<file path="src/rtl/hb_deadtime_pkg.sv">
package hb_deadtime_pkg;
  typedef enum logic [1:0] {
    REQ_NONE = 2'd0,
    REQ_LO   = 2'd1,
    REQ_HI   = 2'd2,
    REQ_BOTH = 2'd3
  } leg_req_e;
endpackage

</file>
<file path="src/rtl/hb_cmd_decode.sv">
module hb_cmd_decode
  import hb_deadtime_pkg::*;
(
  input  logic     hi_cmd_i,
  input  logic     lo_cmd_ni,
  input  logic     sd_ni,
  output leg_req_e req_o
);
  always_comb begin
    if (!sd_ni) begin
      req_o = REQ_NONE;
    end else begin
      unique case ({hi_cmd_i, ~lo_cmd_ni})
        2'b00:   req_o = REQ_NONE;
        2'b01:   req_o = REQ_LO;
        2'b10:   req_o = REQ_HI;
        default: req_o = REQ_BOTH;
      endcase
    end
  end
endmodule

</file>
<file path="src/rtl/hb_dt_timer.sv">
module hb_dt_timer #(
  parameter int unsigned DT_CYCLES = 125,
  parameter int unsigned CNT_W     = $clog2(DT_CYCLES + 1)
) (
  input  logic clk_i,
  input  logic rst_ni,
  input  logic load_i,
  input  logic step_i,
  output logic expired_o
);
  localparam logic [CNT_W-1:0] LOAD_VAL = CNT_W'(DT_CYCLES - 1);

  logic [CNT_W-1:0] cnt_q;

  // reset value zero: counter starts expired
  always_ff @(posedge clk_i or negedge rst_ni) begin
    if (!rst_ni) begin
      cnt_q <= '0;
    end else if (load_i) begin
      cnt_q <= LOAD_VAL;
    end else if (step_i && (cnt_q != '0)) begin
      cnt_q <= cnt_q - 1'b1;
    end
  end

  assign expired_o = (cnt_q == '0);
endmodule

</file>
<file path="src/rtl/hb_gate_ctrl.sv">
module hb_gate_ctrl
  import hb_deadtime_pkg::*;
(
  input  logic     clk_i,
  input  logic     rst_ni,
  input  leg_req_e req_i,
  input  logic     uvlo_i,
  input  logic     expired_i,
  output logic     load_o,
  output logic     step_o,
  output logic     gate_lo_o,
  output logic     gate_hi_o
);
  logic lo_q, hi_q;
  logic drop_lo, drop_hi, idle, turn_lo, turn_hi;

  always_comb begin
    drop_lo = lo_q && (req_i != REQ_LO);
    drop_hi = hi_q && (req_i != REQ_HI);
    idle    = !lo_q && !hi_q;
    // conflict keeps the window reloaded so dead time follows the overlap
    load_o  = uvlo_i || drop_lo || drop_hi || (idle && (req_i == REQ_BOTH));
    step_o  = idle && !load_o;
    turn_lo = step_o && expired_i && (req_i == REQ_LO);
    turn_hi = step_o && expired_i && (req_i == REQ_HI);
  end

  always_ff @(posedge clk_i or negedge rst_ni) begin
    if (!rst_ni) begin
      lo_q <= 1'b0;
      hi_q <= 1'b0;
    end else if (uvlo_i) begin
      lo_q <= 1'b0;
      hi_q <= 1'b0;
    end else begin
      lo_q <= drop_lo ? 1'b0 : (lo_q || turn_lo);
      hi_q <= drop_hi ? 1'b0 : (hi_q || turn_hi);
    end
  end

  assign gate_lo_o = lo_q;
  assign gate_hi_o = hi_q;
endmodule

</file>
<file path="src/rtl/hb_deadtime_ctrl.sv">
module hb_deadtime_ctrl
  import hb_deadtime_pkg::*;
#(
  parameter int unsigned DT_CYCLES = 125
) (
  input  logic clk_i,
  input  logic rst_ni,
  input  logic hi_cmd_i,
  input  logic lo_cmd_ni,
  input  logic sd_ni,
  input  logic uvlo_i,
  output logic gate_lo_o,
  output logic gate_hi_o
);
  localparam int unsigned CNT_W = $clog2(DT_CYCLES + 1);

  leg_req_e req;
  logic     load, step, expired;

  hb_cmd_decode u_decode (
    .hi_cmd_i  (hi_cmd_i),
    .lo_cmd_ni (lo_cmd_ni),
    .sd_ni     (sd_ni),
    .req_o     (req)
  );

  hb_dt_timer #(
    .DT_CYCLES (DT_CYCLES),
    .CNT_W     (CNT_W)
  ) u_timer (
    .clk_i     (clk_i),
    .rst_ni    (rst_ni),
    .load_i    (load),
    .step_i    (step),
    .expired_o (expired)
  );

  hb_gate_ctrl u_ctrl (
    .clk_i     (clk_i),
    .rst_ni    (rst_ni),
    .req_i     (req),
    .uvlo_i    (uvlo_i),
    .expired_i (expired),
    .load_o    (load),
    .step_o    (step),
    .gate_lo_o (gate_lo_o),
    .gate_hi_o (gate_hi_o)
  );
endmodule

</file>
<file path="config.mk">
export PLATFORM = sky130hd
export DESIGN_NAME = hb_deadtime_ctrl
export DESIGN_NICKNAME = d
export VERILOG_FILES = /design/src/rtl/hb_deadtime_pkg.sv /design/src/rtl/hb_cmd_decode.sv /design/src/rtl/hb_dt_timer.sv /design/src/rtl/hb_gate_ctrl.sv /design/src/rtl/hb_deadtime_ctrl.sv
export SDC_FILE = /design/constraint.sdc
export NUM_CORES = 1
export LEC_CHECK = 0
export BUFFER_PORTS_ARGS = -buffer_cell sky130_fd_sc_hd__buf_2
export CELL_PAD_IN_SITES_DETAIL_PLACEMENT = 0
export CELL_PAD_IN_SITES_GLOBAL_PLACEMENT = 1
export CORE_UTILIZATION = 44
export DETAILED_ROUTE_END_ITERATION = 8
export GPL_ROUTABILITY_DRIVEN = 0
export HOLD_SLACK_MARGIN = 0.06
export PLACE_DENSITY_LB_ADDON = 0.1
export REMOVE_ABC_BUFFERS = 1
export SLEW_MARGIN = 25
export SYNTH_ARGS = -nofsm -noshare
export SYNTH_HDL_FRONTEND = slang
export SYNTH_SLANG_ARGS = --single-unit
</file>
<file path="constraint.sdc">
create_clock -name clk_i -period 3.3 [get_ports clk_i]
set_input_delay 0.33 -clock clk_i [delete_from_list [all_inputs] [get_ports clk_i]]
set_output_delay 0.33 -clock clk_i [all_outputs]
set_load 0.005 [all_outputs]
</file>
==> flow_metrics.env <==
export IMPL_wl_per_cell_um=16.0
export IMPL_grt_total_usage=0.224
export IMPL_reg2reg_to="u_timer.cnt_q[1]"
export IMPL_final_cells=81
export IMPL_dieArea_mm2=0.00148
export IMPL_critPathLaunch="u_ctrl.gate_lo_o"
export IMPL_synth_seq_cells=9
export IMPL_syn_inst=56
export IMPL_worstHoldPathType="input port to register"
export IMPL_critPathKind="register to register"
export IMPL_grt_use_met2=0.322
export IMPL_p_sw_frac=0.287
export IMPL_cp_cell_sequence="and4b_2 -> a211oi_2 -> nor2_1 -> a31o_2"
export IMPL_grt_most_used_layer="met2"
export IMPL_drive_above_1_share=0.254
export IMPL_period_minus_slack_ps=1690
export IMPL_rrSetupSlack_ps=1610
export IMPL_yosysWarnings=0
export IMPL_rr_worst_depth=4
export IMPL_rows=12
export IMPL_grt_pass1_wl_um=2180
export IMPL_via_per_inst=5.99
export IMPL_postRouteAntennaNets=0
export IMPL_timing_rr_start="u_ctrl.gate_lo_o"
export IMPL_antenna_found_initial=0
export IMPL_p_leak_nw=0.299
export IMPL_critPathLaunchType="register"
export IMPL_grt_ovfl_total=0
export IMPL_max_slew_margin_rel=0.617
export IMPL_syn_area_um2=584
export IMPL_critPathArrivalTime_ps=1840
export IMPL_die_h_um=38.4
export IMPL_required_ps=3450
export IMPL_placed_cells=76
export IMPL_place_area_um2=633
export IMPL_worstMarginPinSlew_ps=574
export IMPL_antenna_cells=0
export IMPL_vdd_drop_max_mv=0.200
export IMPL_fillers=117
export IMPL_drt_iter0_markers=20
export IMPL_grt_setup_unrepaired="false"
export IMPL_final_common_cell="dfrtp_1"
export IMPL_critical_path_top_delay_family="compound AO/OA/AOI/OAI gates"
export IMPL_use_met3=0.0872
export IMPL_timing_final_crit_share=0.513
export IMPL_slew_viol_final=0
export IMPL_power_density_mw_per_mm2=385
export IMPL_cap_violations=0
export IMPL_vias=485
export IMPL_ctsHtreeMaxLevel=1
export IMPL_numCtsBuffers=3
export IMPL_first_global_vias=456
export IMPL_first_pass_iters=4
export IMPL_clock_sinks=9
export IMPL_finalHoldViolations=0
export IMPL_initial_core_util=0.499
export IMPL_boundaryPins=8
export IMPL_drc=0
export IMPL_root_buffer="clkbuf_4"
export IMPL_synth_seq_area_share=0.385
export IMPL_critical_path_cell_count=4
export IMPL_postRouteWirelength_um=1300
export IMPL_critPathCaptureType="register"
export IMPL_max_stage_delay_ps=470
export IMPL_clkPwrFrac=0.332
export IMPL_core_mm2=0.00117
export IMPL_grt_max_degree=11
export IMPL_clk_latency_ps=260
export IMPL_fin_tns_setup_ps=0
export IMPL_portBuffers=7
export IMPL_setup_viol=0
export IMPL_intPower_mw=0.184
export IMPL_syn_avg_cell_area_um2=10.4
export IMPL_clk_pin_slew_worst_paths_ps=60
export IMPL_cpMaxStageDelayCell="dfrtp_1"
export IMPL_pwr_share_comb=0.183
export IMPL_power_mw=0.258
export IMPL_endpoint="u_timer.cnt_q[1]"
export IMPL_synthDistinctLibCells=30
export IMPL_skew_ps=3.40
export IMPL_dp_hpwl_um=898
export IMPL_critPathBufInv=0
export IMPL_clockBufferDepth=2
export IMPL_cts_tree="built"
export IMPL_clock_fmax_mhz=591
export IMPL_nNetsFinal=76
export IMPL_fin_area_um2=669
export IMPL_layout_common_cells="9 x dfrtp_1, 7 x buf_2, 5 x nor3_1, 4 x inv_1, 4 x nor2_1"
export IMPL_p_switching_mw=0.0741
export IMPL_syn2layout_area_growth_pct=14.6
export IMPL_p_seq_frac=0.485
export IMPL_status="finished, final reports clean"
export IMPL_die_x_um=38.4
export IMPL_worst_path_max_fanout=6
export IMPL_grt_util_met1=0.301
-- worst min path at each step --
stage / start / to / cells after the start
after floorplan: rst_ni / u_ctrl.gate_hi_o / 0
after CTS: hi_cmd_i / u_ctrl.gate_lo_o / 2
final: hi_cmd_i / u_ctrl.gate_lo_o / 2
after detailed placement: rst_ni / u_ctrl.gate_hi_o / 1
after global routing: hi_cmd_i / u_ctrl.gate_lo_o / 2
after global placement: rst_ni / u_ctrl.gate_hi_o / 1
-- metal layers --
metal	wire, µm	vias up
li1	-	241
met1	589	225
met2	600	17
met3	98	2
met4	10	0
met5	0	-
-- cell families after synthesis --
group                      after synthesis  share of synthesized area
AOI/OAI and AO/OA                       11                      0.178
adders and majority gates                2                     0.0428
buffers and inverters                    5                     0.0321
DFF                                      9                      0.385
muxes                                    3                     0.0514
and+or+nand+nor                         26                      0.311
-- cell usage after synthesis --
cell type,number,area (µm²)
dfrtp_1,9,225
nor3_1,5,25.0
inv_1,4,15.0
nor2_1,4,15.0
mux2i_1,3,30.0
nand4_1,3,18.8
a21oi_1,2,10.0
a31oi_1,2,12.5
ha_1,2,25.0
nor4b_1,2,17.5
a2111o_1,1,11.3
a2111oi_0,1,8.76
a2111oi_4,1,27.5
a211oi_2,1,12.5
a31o_2,1,8.76
and3_2,1,7.51
and3b_1,1,8.76
and4b_2,1,11.3
buf_1,1,3.75
nand2_1,1,3.75
nand3_1,1,5.00
nand3b_1,1,7.51
nand3b_2,1,11.3
nand4b_1,1,8.76
nor2b_1,1,6.26
nor4_1,1,6.26
nor4_4,1,21.3
o21ai_0,1,5.00
o21bai_1,1,7.51
or2b_1,1,7.51
-- power groups by stage --
stage / sequential [mW] / combinational, mW / clock, mW
finish: 0.125 / 0.0471 / 0.0856
global route: 0.126 / 0.0534 / 0.0966
CTS: 0.125 / 0.0472 / 0.0892
detailed placement: 0.127 / 0.0454 / 0
global placement: 0.127 / 0.0450 / 0
floorplan: 0.125 / 0.0296 / 0
-- worst register-to-register path, delay by kind of cell (launching register included) --
kind | cells | cell delay (ps)
compound gates | 2 | 690
flops | 1 | 470
simple gates | 2 | 420
-- cell type report --
| type | instances | area (µm²) | share of cell area |
|---|---|---|---|
| Multi-Input combinational cell | 42 | 340 | 0.508 |
| Sequential cell | 9 | 225 | 0.336 |
| Timing Repair Buffer | 8 | 45.0 | 0.0673 |
| Clock buffer | 4 | 26.3 | 0.0393 |
| Tap cell | 14 | 17.5 | 0.0262 |
| Inverter | 4 | 15.0 | 0.0224 |
-- registers in the layout, summed over array words and instances (netlist names) --
name	cells
u_timer.cnt_q	7
u_ctrl.gate_hi_o	1
u_ctrl.gate_lo_o	1
-- per-stage QoR --
stage | hold WS, ps | util | worst slack, ps
detailed placement | 193 | 0.541 | 1560
floorplan | 34.4 | - | 1810
finish | 330 | 0.572 | 1610
CTS | 322 | 0.572 | 1620
global route | 331 | 0.572 | 1470
global placement | 198 | 0.541 | 1590
-- timing repair --
item                                   CTS  global route
buffers inserted                         0             0
resized for setup                        0             0
endpoints found under the hold margin    9             0
hold buffers                             1             0
No activity file was read; power rests on OpenSTA's default activity.
